--- src/rtl/mdio_hold_pkg.sv ---
package mdio_hold_pkg;

    typedef enum logic [1:0] {
        ST_IDLE,
        ST_LOW,
        ST_HIGH,
        ST_TAIL
    } mdio_state_e;

endpackage

--- src/rtl/mdio_cfg_decode.sv ---
module mdio_cfg_decode #(
    parameter int CFG_W    = 16,
    parameter int DIV_W    = 6,
    parameter int DIV_LSB  = 1,
    parameter int HOLD_W   = 3,
    parameter int HOLD_LSB = 8,
    localparam int HCNT_W  = HOLD_W + 1
) (
    input  logic [CFG_W-1:0]  cfg_word,
    output logic [DIV_W-1:0]  div_val,
    output logic [HCNT_W-1:0] hold_eff,
    output logic              div_ok
);
    localparam int CMP_W = DIV_W + HCNT_W;

    logic [HOLD_W-1:0] hold_raw;
    logic [HCNT_W-1:0] hold_p1;

    always_comb begin
        div_val  = cfg_word[DIV_LSB +: DIV_W];
        hold_raw = cfg_word[HOLD_LSB +: HOLD_W];
        div_ok   = (div_val != '0);
        hold_p1  = HCNT_W'(hold_raw) + HCNT_W'(1);
        // never let the launch point reach the rising edge of MDC
        if (CMP_W'(hold_p1) > CMP_W'(div_val)) begin
            hold_eff = HCNT_W'(div_val);
        end else begin
            hold_eff = hold_p1;
        end
    end

endmodule

--- src/rtl/mdio_hold_delay.sv ---
module mdio_hold_delay #(
    parameter int HCNT_W = 4
) (
    input  logic              clk,
    input  logic              rst_n,
    input  logic              load,
    input  logic [HCNT_W-1:0] load_val,
    output logic              launch
);
    logic [HCNT_W-1:0] remain;

    always_ff @(posedge clk or negedge rst_n) begin
        if (!rst_n) begin
            remain <= '0;
        end else if (load) begin
            remain <= load_val;
        end else if (remain != '0) begin
            remain <= remain - HCNT_W'(1);
        end
    end

    assign launch = (remain == HCNT_W'(1));

endmodule

--- src/rtl/mdio_rx_capture.sv ---
module mdio_rx_capture #(
    parameter int DATA_W = 16
) (
    input  logic              clk,
    input  logic              rst_n,
    input  logic              clear,
    input  logic              sample_en,
    input  logic              din,
    output logic [DATA_W-1:0] data
);
    always_ff @(posedge clk or negedge rst_n) begin
        if (!rst_n) begin
            data <= '0;
        end else if (clear) begin
            data <= '0;
        end else if (sample_en) begin
            data <= {data[DATA_W-2:0], din};
        end
    end

endmodule

--- src/rtl/mdio_hold_master.sv ---
module mdio_hold_master #(
    parameter int CFG_W    = 16,
    parameter int DIV_W    = 6,
    parameter int DIV_LSB  = 1,
    parameter int HOLD_W   = 3,
    parameter int HOLD_LSB = 8,
    parameter int ADDR_W   = 5,
    parameter int DATA_W   = 16,
    parameter int PRE_N    = 32
) (
    input  logic              clk,
    input  logic              rst_n,
    input  logic [CFG_W-1:0]  cfg_word,
    input  logic              start,
    input  logic              rd_nwr,
    input  logic [ADDR_W-1:0] phy_addr,
    input  logic [ADDR_W-1:0] reg_addr,
    input  logic [DATA_W-1:0] wr_data,
    output logic [DATA_W-1:0] rd_data,
    output logic              done,
    output logic              busy,
    output logic              mdc,
    output logic              mdio_o,
    output logic              mdio_oe,
    input  logic              mdio_i
);
    import mdio_hold_pkg::*;

    localparam int HCNT_W  = HOLD_W + 1;
    localparam int ST_POS  = PRE_N;
    localparam int OP_POS  = ST_POS + 2;
    localparam int PA_POS  = OP_POS + 2;
    localparam int RA_POS  = PA_POS + ADDR_W;
    localparam int TA_POS  = RA_POS + ADDR_W;
    localparam int DAT_POS = TA_POS + 2;
    localparam int FRAME_N = DAT_POS + DATA_W;
    localparam int IDX_W   = $clog2(FRAME_N);

    mdio_state_e state_q, state_nx;

    logic [DIV_W-1:0]   div_in;
    logic [HCNT_W-1:0]  eff_in;
    logic               div_ok;
    logic [DIV_W-1:0]   div_q;
    logic [HCNT_W-1:0]  eff_q;
    logic               rd_q;
    logic [DIV_W-1:0]   half_cnt;
    logic [IDX_W-1:0]   bit_idx;
    logic [FRAME_N-1:0] frm_d, oe_d, frm_q, oe_q;
    logic               accept, rise_ev, fall_ev, last_bit;
    logic               hold_load, launch, sample_en;
    logic [HCNT_W-1:0]  hold_val;

    mdio_cfg_decode #(
        .CFG_W(CFG_W), .DIV_W(DIV_W), .DIV_LSB(DIV_LSB),
        .HOLD_W(HOLD_W), .HOLD_LSB(HOLD_LSB)
    ) u_decode (
        .cfg_word (cfg_word),
        .div_val  (div_in),
        .hold_eff (eff_in),
        .div_ok   (div_ok)
    );

    // frame image: index k is the bit sent in slot k
    always_comb begin
        frm_d = '1;
        oe_d  = '1;
        frm_d[ST_POS]     = 1'b0;
        frm_d[ST_POS + 1] = 1'b1;
        frm_d[OP_POS]     = rd_nwr;
        frm_d[OP_POS + 1] = ~rd_nwr;
        for (int j = 0; j < ADDR_W; j++) begin
            frm_d[PA_POS + j] = phy_addr[ADDR_W-1-j];
            frm_d[RA_POS + j] = reg_addr[ADDR_W-1-j];
        end
        if (rd_nwr) begin
            for (int j = TA_POS; j < FRAME_N; j++) begin
                oe_d[j] = 1'b0;
            end
        end else begin
            frm_d[TA_POS + 1] = 1'b0;
            for (int j = 0; j < DATA_W; j++) begin
                frm_d[DAT_POS + j] = wr_data[DATA_W-1-j];
            end
        end
    end

    assign accept    = (state_q == ST_IDLE) && start && div_ok;
    assign rise_ev   = (state_q == ST_LOW)  && (half_cnt == div_q);
    assign fall_ev   = (state_q == ST_HIGH) && (half_cnt == div_q);
    assign last_bit  = (bit_idx == IDX_W'(FRAME_N - 1));
    assign hold_load = accept || fall_ev;
    assign hold_val  = accept ? eff_in : eff_q;
    assign sample_en = rise_ev && rd_q && (bit_idx >= IDX_W'(DAT_POS));
    assign busy      = (state_q != ST_IDLE);

    mdio_hold_delay #(.HCNT_W(HCNT_W)) u_hold (
        .clk      (clk),
        .rst_n    (rst_n),
        .load     (hold_load),
        .load_val (hold_val),
        .launch   (launch)
    );

    mdio_rx_capture #(.DATA_W(DATA_W)) u_rx (
        .clk       (clk),
        .rst_n     (rst_n),
        .clear     (accept),
        .sample_en (sample_en),
        .din       (mdio_i),
        .data      (rd_data)
    );

    always_comb begin
        state_nx = state_q;
        unique case (state_q)
            ST_IDLE: if (accept)  state_nx = ST_LOW;
            ST_LOW:  if (rise_ev) state_nx = ST_HIGH;
            ST_HIGH: if (fall_ev) state_nx = last_bit ? ST_TAIL : ST_LOW;
            ST_TAIL: if (launch)  state_nx = ST_IDLE;
            default:              state_nx = ST_IDLE;
        endcase
    end

    always_ff @(posedge clk or negedge rst_n) begin
        if (!rst_n) begin
            state_q <= ST_IDLE;
        end else begin
            state_q <= state_nx;
        end
    end

    always_ff @(posedge clk or negedge rst_n) begin
        if (!rst_n) begin
            mdc      <= 1'b0;
            mdio_o   <= 1'b1;
            mdio_oe  <= 1'b0;
            done     <= 1'b0;
            div_q    <= '0;
            eff_q    <= '0;
            rd_q     <= 1'b0;
            half_cnt <= '0;
            bit_idx  <= '0;
            frm_q    <= '0;
            oe_q     <= '0;
        end else begin
            done <= 1'b0;
            unique case (state_q)
                ST_IDLE: begin
                    if (accept) begin
                        div_q    <= div_in;
                        eff_q    <= eff_in;
                        rd_q     <= rd_nwr;
                        frm_q    <= frm_d;
                        oe_q     <= oe_d;
                        half_cnt <= '0;
                        bit_idx  <= '0;
                    end
                end
                ST_LOW: begin
                    if (rise_ev) begin
                        mdc      <= 1'b1;
                        half_cnt <= '0;
                    end else begin
                        half_cnt <= half_cnt + DIV_W'(1);
                    end
                end
                ST_HIGH: begin
                    if (fall_ev) begin
                        mdc      <= 1'b0;
                        half_cnt <= '0;
                        if (!last_bit) begin
                            bit_idx <= bit_idx + IDX_W'(1);
                        end
                    end else begin
                        half_cnt <= half_cnt + DIV_W'(1);
                    end
                end
                ST_TAIL: begin
                    half_cnt <= '0;
                end
                default: begin
                    half_cnt <= '0;
                end
            endcase
            if (launch) begin
                if (state_q == ST_TAIL) begin
                    mdio_o  <= 1'b1;
                    mdio_oe <= 1'b0;
                    done    <= 1'b1;
                end else begin
                    mdio_o  <= frm_q[bit_idx];
                    mdio_oe <= oe_q[bit_idx];
                end
            end
        end
    end

endmodule

--- config.mk ---
export PLATFORM = sky130hd
export DESIGN_NAME = mdio_hold_master
export DESIGN_NICKNAME = d
export VERILOG_FILES = /design/src/rtl/mdio_hold_pkg.sv /design/src/rtl/mdio_cfg_decode.sv /design/src/rtl/mdio_hold_delay.sv /design/src/rtl/mdio_rx_capture.sv /design/src/rtl/mdio_hold_master.sv
export SDC_FILE = /design/constraint.sdc
export NUM_CORES = 1
export LEC_CHECK = 0
export ABC_AREA = 1
export BUFFER_PORTS_ARGS = -buffer_cell sky130_fd_sc_hd__buf_4
export CAP_MARGIN = 15
export CORE_AREA = 2 2 105 107
export CTS_BUF_LIST = sky130_fd_sc_hd__clkbuf_2
export CTS_CLUSTER_DIAMETER = 100
export DETAILED_ROUTE_END_ITERATION = 7
export DIE_AREA = 0 0 107 109
export PLACE_DENSITY = 0.59
export SLEW_MARGIN = 20
export SYNTH_ARGS = -nofsm -noshare
export SYNTH_HDL_FRONTEND = slang
export SYNTH_SLANG_ARGS = --single-unit
--- constraint.sdc ---
create_clock -name clk -period 1.7 [get_ports clk]
set_clock_uncertainty 0.05 [all_clocks]
set_input_delay 0.085 -clock clk [delete_from_list [all_inputs] [get_ports clk]]
set_output_delay 0.085 -clock clk [all_outputs]
set_load 0.05 [all_outputs]
==> results.md <==
- LEAKAGE: 2.69 nW
- H-Tree Depth: 3
- CTS tree: built
- CP delay by family, top: buffers and inverters
- CP endpoint: u_hold.remain[1]
- Antenna diodes: 0
- Most area-hungry cell type in the Yosys netlist: dfrtp_1
- Reg2Reg Setup Slack: 80 ps
- Placed Cells incl. Taps: 719
- Seq cells post-synth: 77
- Synth Flop Type: dfrtp_1
- Setup crit start: cfg_word[10]
- Placed instance area: 4860 sq um
- HPWL Detailed: 6790 um
- Worst EP arrival: 2080 ps
- Root Driver: clkbuf_2
- Achievable Freq: 584 MHz
- TritonRoute pass-1 iters: 4
- Die Width: 107 um
- FF-to-FF End: frm_q[48]
- Yosys warns: 0
- GP Congestion: 0.872
- Area delta synth->final: 34.4%
- Design area: 5510 sq um
- Worst-path fanout max: 4
- Filler instances: 1006
- Die area: 11700 sq um
- CP Buf/Inv Count: 4
- Power Dens Cells: 1310 nW/um^2
- DRT antenna net count: 0
- Via/cell ratio: 4.83
- Overflow after GRT: 0
- CP max stage delay: 550 ps
- Vias: 3768
- Crit share post-route: 101%
- FP Rows: 38
- Multi-input gate area in the final layout: 1920 sq um
- CP Cell Sequence: dlygate4sd3_1 > buf_4 > xnor2_2 > inv_1 > ha_1 > nand2_1 > nor2_1 > nor2_2 > buf_4 > nand3_1 > nand3_1 > nand3_1 > nand2_1 > nand2_1
- Cts bufs inserted: 9
- # DRC: 0
- Distinct cells, synth: 33
- Final setup viols: 2
- Total track usage: 18.3%
- Worst-Margin Slew: 325 ps
- Reg2Reg Depth: 8
- Clock Sinks: 77
- Final worst setup slack: -13.1 ps
- Routed len/inst: 12.9 um
- Syn_nets: 575
- Die H: 109 um
- Status: complete, but fails checks
- Syn Inst Count: 514
- Post-synth EDFFs: 0
- Cell Area, Synth: 4100 sq um
- FF/Latch Area: 1930 sq um
- R2r startpoint: state_q[1]
- Asr flop ratio synth: 100%
- Core area: 10600 sq um
- Layout cells sized above 1: 22.0%
- Antenna violations before repair: 0
- CTS max path bufs: 2
- WS Path Type: primary input to register
- Worst rel slew slack: 78.2%
- Mean Syn Cell Area: 7.98 sq um
- Skew-Pair Late Insertion Delay: 510 ps
- Ports: 68
- Initial DRC Count: 209
- Non-filler cells, final: 780
- Violated checks: setup timing
- Vias in the first global route: 3598
- Max_cap viols: 0
- Worst path slowest cell: dlygate4sd3_1
- WP data required: 2060 ps
- CP Depth: 14
- Final Critical Period: 1710 ps
- First-pass GRT wire length: 16700 um
- Pins Over Slew Limit: 0
- Synth area leaders: dfrtp_1 46%, nand2_1 15%, nand3_1 5.9%, inv_1 4.3%, ha_1 4.3%
- Share of the synthesized area in the top cell type: 46.4%
- Seq/Total Area, Yosys: 47.0%
- Worst Setup End Kind: register
- Largest net degree at the start of global routing: 41
- Final core utilization: 52.0%
- Initial Util: 38.7%
- Clk slew on worst S/H paths: 200 ps
- WL final: 10100 um
- Unrepaired setup endpoints after global routing: true
- Crit path launch type: primary input
- Hold Path Class: primary input to register
- Maximum vdd drop: 0.000628 V
- Nets: 696
- Port Buf Inserts: 60
- Final Hold Fails: 0
-- logic make-up (layout without fill, tap and decap cells) --
logic type	Yosys count	count (layout)	share of synthesized area [%]
compound gates	79	79	11.1
xor+xnor	7	7	1.49
fa+ha+maj	14	14	4.27
buf+inv	72	198	7.50
flops	77	77	47.0
simple gates	265	265	28.6
-- cell usage in the layout, fill, tap and decap left out, drive strengths merged, types with 2 or more instances in the layout --
cell / Yosys / final
nand2: 169 / 169
buf: 18 / 87
dfrtp: 76 / 76
inv: 54 / 53
nand3: 50 / 50
dlygate4sd3: 0 / 40
o21ai: 40 / 40
nor2: 36 / 36
a21oi: 21 / 21
ha: 14 / 14
clkbuf: 0 / 12
o22a: 11 / 11
o211ai: 5 / 5
xnor2: 5 / 5
nand4: 5 / 5
nor3: 3 / 3
clkinvlp: 0 / 2
xor2: 2 / 2
bufinv: 0 / 2
clkinv: 0 / 2
-- worst register-to-register path, stage by stage, from the launching register on --
cell,delay [ps]
dfrtp_1,430
inv_2,110
ha_4,150
nand2_1,60
inv_1,90
nand2_4,100
nor2_1,170
inv_2,170
o22a_1,200
-- cells in the mapped netlist (2+ instances only) --
| library cell | instances |
|---|---|
| nor2_4 | 3 |
| nand4_1 | 3 |
| nor3_1 | 3 |
| o211ai_1 | 5 |
| nand3_1 | 48 |
| nand2_2 | 6 |
| dfrtp_1 | 76 |
| inv_2 | 7 |
| o22a_1 | 11 |
| buf_6 | 2 |
| a21oi_1 | 21 |
| nand2_1 | 162 |
| buf_2 | 15 |
| nand4_2 | 2 |
| o21ai_0 | 21 |
| inv_1 | 47 |
| xnor2_1 | 5 |
| xor2_1 | 2 |
| ha_1 | 14 |
| nor2_1 | 31 |
| o21ai_1 | 18 |
-- worst min path at each step --
stage | from | to | depth (start not counted)
after floorplan | rst_n | bit_idx[0] | 0
after global placement | rst_n | div_q[5] | 1
after detailed placement | rst_n | state_q[1] | 1
after CTS | start | frm_q[47] | 6
after global routing | start | frm_q[47] | 6
final | start | frm_q[47] | 6
-- state kept, by name, summed over array words and instances, names as in the netlist --
| name | cells |
|---|---|
| div_q | 6 |
| mdc | 1 |
| u_hold.remain | 4 |
| bit_idx | 6 |
| done | 1 |
| half_cnt | 6 |
| mdio_oe | 1 |
| eff_q | 4 |
| state_q | 2 |
| frm_q | 27 |
| u_rx.data | 16 |
| mdio_o | 1 |
| oe_q | 2 |
-- layer usage --
metal  global-route usage (%)  up-vias  wire length, um
li1                         -     1910                -
met1                     23.5     1755             4680
met2                     30.6       90             4910
met3                     4.18       13              380
met4                     5.94        0              115
met5                        0        -                0
-- area by class of cell --
cell class / count / share of cell area (%)
clock inverters: 5 / 1.36
clock buffers: 11 / 0.999
repair buffers: 128 / 20.8
well taps: 140 / 3.18
flip-flops and latches: 77 / 35.0
inverters: 54 / 3.75
multi-input cells: 365 / 34.9
-- report_power, final --
part | switching (W) | internal [W]
Sequential | 0.000349 | 0.00240
Clock | 0.000616 | 0.000490
Combinational | 0.00195 | 0.00141
-- per-stage QoR --
stage               setup slack (ps)  TNS, ps  total power [W]  hold WS, ps
finish                         -13.1    -23.5          0.00721         89.0
CTS                             15.2        0          0.00718         61.9
floorplan                       65.2        0          0.00493         -261
global placement                -103     -404          0.00581        -17.9
global route                   -79.1     -360          0.00786         87.7
detailed placement              -201     -962          0.00588        -15.4
-- repair_timing --
| item | 4_1_cts | 5_1_grt |
|---|---|---|
| pin swaps | 0 | 4 |
| setup buffers | 1 | 3 |
| endpoints found under the hold margin | 117 | 0 |
| hold buffers | 41 | 0 |
| gates resized for setup | 6 | 19 |
| setup endpoints to repair | 27 | 29 |
Power figures use the tool's default switching activity.
